<file path="src/rtl/abw_pkg.sv">
package abw_pkg;

  typedef enum logic {
    MT_ARMED = 1'b0,
    MT_COUNT = 1'b1
  } meter_st_e;

  // Low cycles that qualify as a Break: ten bit times, where one bit time
  // is div * 2^sh / 8 clock cycles.
  function automatic logic [31:0] brk_limit(input logic [31:0] div, input int unsigned sh);
    logic [31:0] t;
    t = div * 32'd10;
    return (t << sh) >> 3;
  endfunction

  // Divisor from the cycle count over eight bit times.
  function automatic logic [31:0] div_from_count(input logic [31:0] cnt, input int unsigned sh);
    return cnt >> sh;
  endfunction

endpackage

</file>
<file path="src/rtl/abw_rx_edge.sv">
module abw_rx_edge #(
  parameter int SYNC_STAGES = 2
) (
  input  logic clk,
  input  logic rst_n,
  input  logic rx_i,
  output logic line_o,
  output logic rise_o
);
  logic [SYNC_STAGES-1:0] stg;
  logic                   prev_q;

  for (genvar g = 0; g < SYNC_STAGES; g++) begin : g_sync
    if (g == 0) begin : g_first
      always_ff @(posedge clk or negedge rst_n)
        if (!rst_n) stg[0] <= 1'b1;
        else        stg[0] <= rx_i;
    end else begin : g_next
      always_ff @(posedge clk or negedge rst_n)
        if (!rst_n) stg[g] <= 1'b1;
        else        stg[g] <= stg[g-1];
    end
  end

  always_ff @(posedge clk or negedge rst_n)
    if (!rst_n) prev_q <= 1'b1;
    else        prev_q <= stg[SYNC_STAGES-1];

  assign line_o = stg[SYNC_STAGES-1];
  assign rise_o = line_o & ~prev_q;
endmodule

</file>
<file path="src/rtl/abw_break_det.sv">
module abw_break_det #(
  parameter int CW = 21
) (
  input  logic          clk,
  input  logic          rst_n,
  input  logic          en_i,
  input  logic          line_i,
  input  logic          rise_i,
  input  logic [CW-1:0] limit_i,
  output logic          hit_o
);
  logic [CW-1:0] low_cnt;

  always_ff @(posedge clk or negedge rst_n)
    if (!rst_n)                  low_cnt <= '0;
    else if (!en_i || line_i)    low_cnt <= '0;
    else if (low_cnt != '1)      low_cnt <= low_cnt + 1'b1;

  // On the rising edge cycle low_cnt still holds the length of the low period.
  assign hit_o = en_i & rise_i & (low_cnt >= limit_i);
endmodule

</file>
<file path="src/rtl/abw_baud_meter.sv">
module abw_baud_meter #(
  parameter int CNT_W = 19,
  parameter int EDGES = 5
) (
  input  logic             clk,
  input  logic             rst_n,
  input  logic             en_i,
  input  logic             rise_i,
  output logic             done_o,
  output logic [CNT_W-1:0] count_o
);
  import abw_pkg::*;

  localparam int ECW = $clog2(EDGES + 1);
  localparam logic [ECW-1:0] LAST = ECW'(EDGES - 1);

  meter_st_e        st;
  logic [CNT_W-1:0] cnt;
  logic [ECW-1:0]   ecnt;
  logic             last_edge;

  assign last_edge = (st == MT_COUNT) & rise_i & (ecnt == LAST);

  always_ff @(posedge clk or negedge rst_n)
    if (!rst_n) begin
      st   <= MT_ARMED;
      cnt  <= '0;
      ecnt <= '0;
    end else if (!en_i) begin
      st   <= MT_ARMED;
      cnt  <= '0;
      ecnt <= '0;
    end else begin
      case (st)
        MT_ARMED: if (rise_i) begin
          st   <= MT_COUNT;
          cnt  <= '0;
          ecnt <= ECW'(1);
        end
        MT_COUNT: begin
          if (cnt != '1) cnt <= cnt + 1'b1;
          if (rise_i) begin
            if (last_edge) begin
              st   <= MT_ARMED;
              ecnt <= '0;
            end else begin
              ecnt <= ecnt + 1'b1;
            end
          end
        end
        default: st <= MT_ARMED;
      endcase
    end

  assign done_o  = en_i & last_edge;
  assign count_o = (cnt == '1) ? cnt : cnt + 1'b1;
endmodule

</file>
<file path="src/rtl/abw_autobaud.sv">
module abw_autobaud #(
  parameter int DIV_W       = 16,
  parameter int OVS_LOG2    = 3,
  parameter int DIV_RST     = 4,
  parameter int SYNC_STAGES = 2
) (
  input  logic             clk,
  input  logic             rst_n,
  input  logic             rx_i,
  input  logic             port_en_i,
  input  logic             rx_en_i,
  input  logic             tx_en_i,
  input  logic             wue_set_i,
  input  logic             abd_set_i,
  input  logic             abd_clr_i,
  input  logic             flag_ack_i,
  output logic [DIV_W-1:0] div_o,
  output logic             flag_o,
  output logic             wue_o,
  output logic             abd_o,
  output logic             wake_o,
  output logic             tx_hold_o,
  output logic             txq_flush_o
);
  import abw_pkg::*;

  localparam int CNT_W = DIV_W + OVS_LOG2;
  localparam int LIM_W = DIV_W + OVS_LOG2 + 2;

  logic             run, line, rise;
  logic             brk_en, meter_en, brk_hit, meas_done, abd_end;
  logic [LIM_W-1:0] limit;
  logic [CNT_W-1:0] meas_cnt;
  logic [DIV_W-1:0] new_div;

  logic [DIV_W-1:0] div_q;
  logic             wue_q, abd_q, flag_q, tx_was_q, wake_q, flush_q;

  assign run      = port_en_i & rx_en_i;
  assign brk_en   = run & wue_q;
  assign meter_en = run & abd_q & ~wue_q & ~abd_set_i;
  assign abd_end  = abd_q & (meas_done | abd_clr_i);
  assign limit    = LIM_W'(brk_limit(32'(div_q), OVS_LOG2));
  assign new_div  = DIV_W'(div_from_count(32'(meas_cnt), OVS_LOG2));

  abw_rx_edge #(.SYNC_STAGES(SYNC_STAGES)) u_edge (
    .clk(clk), .rst_n(rst_n), .rx_i(rx_i), .line_o(line), .rise_o(rise)
  );

  abw_break_det #(.CW(LIM_W)) u_brk (
    .clk(clk), .rst_n(rst_n), .en_i(brk_en), .line_i(line), .rise_i(rise),
    .limit_i(limit), .hit_o(brk_hit)
  );

  abw_baud_meter #(.CNT_W(CNT_W), .EDGES(5)) u_meter (
    .clk(clk), .rst_n(rst_n), .en_i(meter_en), .rise_i(rise),
    .done_o(meas_done), .count_o(meas_cnt)
  );

  always_ff @(posedge clk or negedge rst_n)
    if (!rst_n) begin
      div_q    <= DIV_W'(DIV_RST);
      wue_q    <= 1'b0;
      abd_q    <= 1'b0;
      flag_q   <= 1'b0;
      tx_was_q <= 1'b0;
      wake_q   <= 1'b0;
      flush_q  <= 1'b0;
    end else if (!run) begin
      wue_q    <= 1'b0;
      abd_q    <= 1'b0;
      flag_q   <= 1'b0;
      tx_was_q <= 1'b0;
      wake_q   <= 1'b0;
      flush_q  <= 1'b0;
    end else begin
      wake_q  <= brk_hit;
      flush_q <= abd_end & tx_was_q;

      if (brk_hit)        wue_q <= 1'b0;
      else if (wue_set_i) wue_q <= 1'b1;

      if (abd_clr_i || meas_done) begin
        abd_q    <= 1'b0;
        tx_was_q <= 1'b0;
      end else if (abd_set_i) begin
        abd_q    <= 1'b1;
        tx_was_q <= tx_en_i;
      end

      if (meas_done) div_q <= new_div;

      if (meas_done)       flag_q <= 1'b1;
      else if (flag_ack_i) flag_q <= 1'b0;
    end

  assign div_o       = div_q;
  assign flag_o      = flag_q;
  assign wue_o       = wue_q;
  assign abd_o       = abd_q;
  assign wake_o      = wake_q;
  assign tx_hold_o   = abd_q;
  assign txq_flush_o = flush_q;
endmodule

</file>
<file path="config.mk">
export PLATFORM = sky130hd
export DESIGN_NAME = abw_autobaud
export DESIGN_NICKNAME = d
export VERILOG_FILES = /design/src/rtl/abw_pkg.sv /design/src/rtl/abw_rx_edge.sv /design/src/rtl/abw_break_det.sv /design/src/rtl/abw_baud_meter.sv /design/src/rtl/abw_autobaud.sv
export SDC_FILE = /design/constraint.sdc
export NUM_CORES = 1
export LEC_CHECK = 0
export BUFFER_PORTS_ARGS = -buffer_cell sky130_fd_sc_hd__buf_4
export CAP_MARGIN = 10
export CORE_ASPECT_RATIO = 1.25
export CORE_MARGIN = 4
export CORE_UTILIZATION = 35
export DETAILED_ROUTE_END_ITERATION = 8
export GPL_TIMING_DRIVEN = 0
export HOLD_SLACK_MARGIN = 0.03
export PLACE_DENSITY_LB_ADDON = 0.2
export SLEW_MARGIN = 20
export SYNTH_ARGS = -nofsm -noshare
export SYNTH_HDL_FRONTEND = slang
export SYNTH_SLANG_ARGS = --single-unit
</file>
<file path="constraint.sdc">
create_clock -name clk -period 3.59 [get_ports clk]
set_input_delay 0.718 -clock clk [delete_from_list [all_inputs] [get_ports clk]]
set_output_delay 0.718 -clock clk [all_outputs]
set_load 0.02 [all_outputs]
</file>
==> flow_summary_export.csv <==
group,metric,value,unit
outcome,outcome,"finished, violations left",
outcome,violations,"setup timing",
routing,wl_per_cell,15.8,um
logic_synthesis,synth-edff-count,0,
timing,hold_viol,0,
logic_synthesis,yosysTopAreaCell,"dfrtp_1",
power_and_ir_drop,ir_drop,200,uV
routing,drt-pass1-iter-count,4,
critical_path,rrSetupSlack,-0.11,ns
global_routing,gr-usage-all-layers,15.8,%
flow_run,maxCapViolations,0,
logic_synthesis,yosysUniqueCellTypes,63,
final_layout,final_util,44.7,%
timing,drv_slew,0,
critical_path,path_max_fanout,4,
routing,vias,4001,
routing,post-route-drc-count,0,
floorplan,boundaryPins,32,
timing,rsz0062_at_grt,"true",
timing,worstMarginPinSlew,0.909,ns
final_layout,nNetsFinal,632,
timing,worst_slack,-0.108,ns
floorplan,dieArea,15900,um^2
logic_synthesis,syn_avg_cell_area,9.33,um^2
power_and_ir_drop,sw_frac_of_total,19.5,%
routing,ant_nets,0,
timing,finalSetupTns,-0.108,ns
timing,min_period,3.70,ns
critical_path,endpoint,"wue_o$_DFFE_PN0P_",
critical_path,worstSetupEndpointType,"register",
clock_network,cts.sinks,69,
clock_network,cts_hold_buf,0,
clock_network,cts_buffer_depth,2,
critical_path,arrival,3.90,ns
placed_design,hpwl,8760,um
placed_design,routabilityCongestion,0.801,
final_layout,drive_gt1_share,24.5,%
global_routing,grt_pass1_wl,20400,um
worst_hold_path,holdCritPathClass,"reg2reg",
floorplan,die_x,113,um
logic_synthesis,async_flop_share,100,%
timing,skew,0.00743,ns
global_routing,grt_max_degree,70,
power_and_ir_drop,power.density,314,nW/um^2
critical_path,start_kind,"register",
final_layout,diodes,0,
logic_synthesis,synth_top_area_share,33.5,%
clock_network,htree_levels,3,
power_and_ir_drop,p_clk_share,55.9,%
timing,fmax,270,MHz
floorplan,core_area,13400,um^2
global_routing,antenna_found_initial,0,
routing,viasPerCell,5.36,
power_and_ir_drop,seq_power_share,41.9,%
logic_synthesis,syn_nets,583,
global_routing,grt_pass1_vias,4066,
logic_synthesis,netlist_top_cells_area,"dfrtp_1 33%, ha_1 13%, xor2_1 4.3%",
power_and_ir_drop,p_leak,2.59,nW
clock_network,cts_root_buffer,"clkbuf_16",
clock_network,clkTransAtPathRegs,0.06,ns
routing,drt_wl_total,11800,um
global_routing,grt_overflow_total,0,
timing,finalSetupViolations,1,
critical_path,worst_r2r_startpoint,"div_o[5]$_DFFE_PN0P_",
floorplan,row_count,47,
logic_synthesis,ys_seq_elements,69,
clock_network,cts_tree,"yes",
critical_path,crit_type,"reg2reg",
logic_synthesis,ys_warn_count,0,
placed_design,port_buffers,31,
power_and_ir_drop,internal_power,1.51,mW
logic_synthesis,synth_ff_type,"dfrtp_1",
placed_design,dp_worst_setup_slack,-0.537,ns
critical_path,required,3.80,ns
clock_network,clk_latency,0.34,ns
clock_network,cts_inserted_buffers,9,
floorplan,die_h,140,um
critical_path,startpoint,"div_o[5]$_DFFE_PN0P_",
floorplan,start_util,36.3,%
final_layout,syn_to_final_growth,23.2,%
routing,drt-initial-drc-count,97,
power_and_ir_drop,power_frac_comb,2.2,%
logic_synthesis,synthCells,521,
final_layout,n_fill_cell,1277,
logic_synthesis,syn_area,4860,um^2
critical_path,reg2reg_depth,14,
critical_path,reg2reg_to,"wue_o$_DFFE_PN0P_",
power_and_ir_drop,power.switching,367,uW
logic_synthesis,yosysSeqAreaShare,35.6,%
timing,slew_headroom,39.4,%
final_layout,layout.cells.non_filler,746,
placed_design,placed_cells,723,
timing,final.period_utilization,103,%
==> how the worst min path moves through the flow <==
stage                            start                       to  depth (start not counted)
4_1_cts        u_edge.stg[0]$_DFF_PN1_  u_edge.line_o$_DFF_PN1_                          0
3_3_place_gp   u_edge.stg[0]$_DFF_PN1_  u_edge.line_o$_DFF_PN1_                          0
6_report       u_edge.stg[0]$_DFF_PN1_  u_edge.line_o$_DFF_PN1_                          0
5_1_grt        u_edge.stg[0]$_DFF_PN1_  u_edge.line_o$_DFF_PN1_                          0
2_1_floorplan  u_edge.stg[0]$_DFF_PN1_  u_edge.line_o$_DFF_PN1_                          0
3_5_place_dp   u_edge.stg[0]$_DFF_PN1_  u_edge.line_o$_DFF_PN1_                          0
==> flip-flops by register name, summed over array words and instances, names as in the netlist <==
name,count
u_meter.cnt,19
u_edge.line_o,1
tx_was_q,1
u_meter.st,1
u_brk.low_cnt,21
abd_o,1
u_edge.stg,1
wake_o,1
u_meter.ecnt,3
wue_o,1
div_o,16
u_edge.prev_q,1
txq_flush_o,1
flag_o,1
==> area by class of cell <==
type	count	area, um^2	share of cell area [%]
Tap cell	171	214	3.57
Inverter	10	37.5	0.627
Buffer	19	133	2.21
Timing Repair Buffer	39	293	4.89
Sequential cell	69	1740	29.0
Multi-Input combinational cell	422	3220	53.8
Clock buffer	12	256	4.28
Clock inverter	4	95.1	1.59
==> routing by layer <==
metal | vias to the layer above | global-route usage [%] | share of wire, %
li1 | 2006 | - | -
met1 | 1935 | 18.9 | 42
met2 | 37 | 28.4 | 54
met3 | 23 | 2.13 | 2.0
met4 | 0 | 5.82 | 2.4
met5 | - | 0 | 0
==> cells in the final DEF, fill, tap and decap left out, types with 4 or more instances in the layout <==
cell type	instances
a21o_1	9
a21oi_1	35
a21oi_2	12
a31oi_1	21
and2_1	4
and3_1	10
and4_1	4
buf_2	7
buf_4	43
buf_6	5
clkbuf_1	4
clkbuf_16	9
dfrtp_1	61
dfrtp_2	4
dfstp_2	4
ha_1	41
ha_4	9
inv_1	10
nand2_1	54
nand3_1	16
nand3_2	5
nand4_1	8
nor2_1	50
nor2b_1	4
nor3_1	11
o21ai_0	15
o21ai_1	11
xnor2_1	16
xor2_1	24
==> cell families after synthesis <==
logic type | count (synthesis) | synth area share, %
buffers and inverters | 30 | 3.58
adder cells (fa/ha/maj) | 52 | 13.5
AO/OA/AOI/OAI | 134 | 17.7
XOR/XNOR | 40 | 7.21
flip-flops | 69 | 35.6
multiplexers | 2 | 0.437
AND/OR/NAND/NOR | 194 | 22.0
==> synthesized netlist by cell type (2+ instances only) <==
| master | instances |
|---|---|
| nor2_2 | 2 |
| nand3_2 | 4 |
| o21a_1 | 2 |
| a41oi_1 | 3 |
| nand3_1 | 17 |
| nor4_1 | 2 |
| clkbuf_1 | 4 |
| o21ai_1 | 13 |
| and3_1 | 10 |
| a21oi_1 | 38 |
| a2111oi_0 | 2 |
| buf_4 | 4 |
| dfstp_2 | 4 |
| buf_2 | 7 |
| dfrtp_1 | 65 |
| or3_4 | 3 |
| nor2b_1 | 4 |
| and2_1 | 4 |
| nor4b_1 | 2 |
| buf_6 | 5 |
| a21oi_2 | 9 |
| o21ai_0 | 15 |
| nand4_1 | 8 |
| o31ai_1 | 4 |
| nand2_1 | 54 |
| a211oi_1 | 6 |
| and4_1 | 4 |
| nor2_1 | 50 |
| ha_1 | 51 |
| or3_1 | 2 |
| inv_1 | 10 |
| xnor2_1 | 16 |
| nor3_1 | 11 |
| nand2b_1 | 3 |
| nor4_2 | 2 |
| o21bai_1 | 2 |
| a31oi_1 | 22 |
| a21o_1 | 9 |
| xor2_1 | 24 |
==> metrics by stage <==
stage / hold WS [ns] / instance area (um^2) / total power, mW
after floorplan: 0.345 / 4880 / 0.810
after global placement: 0.347 / 5330 / 0.840
after detailed placement: 0.351 / 5330 / 0.841
after CTS: 0.359 / 5870 / 1.90
after global routing: 0.359 / 5990 / 1.93
final: 0.359 / 5990 / 1.88
==> repair_timing <==
item	in CTS	in global routing
buffers inserted	6	2
gates resized for setup	23	16
endpoints found under the setup margin	2	2
pin swaps	18	9
gates cloned	0	0
==> worst max-delay path, cell delays in order (launching register included) <==
cell      delay, ns
dfrtp_1        0.43
ha_1           0.32
ha_1           0.39
o21ai_0        0.21
o21ai_2        0.22
a41oi_2        0.15
buf_4          0.17
xor2_1         0.14
ha_1           0.33
a21o_1         0.13
a21oi_1        0.07
or4b_4         0.53
a31oi_4        0.21
a211oi_4       0.07
nor3b_2        0.18
==> power by group through the flow <==
stage	clock network, mW	logic, mW	registers (mW)
final	1.05	0.0413	0.786
after global placement	0	0.0405	0.800
after CTS	1.07	0.0421	0.786
after floorplan	0	0.00981	0.800
after global routing	1.10	0.0468	0.786
after detailed placement	0	0.0414	0.800
Power figures use the tool's default switching activity.
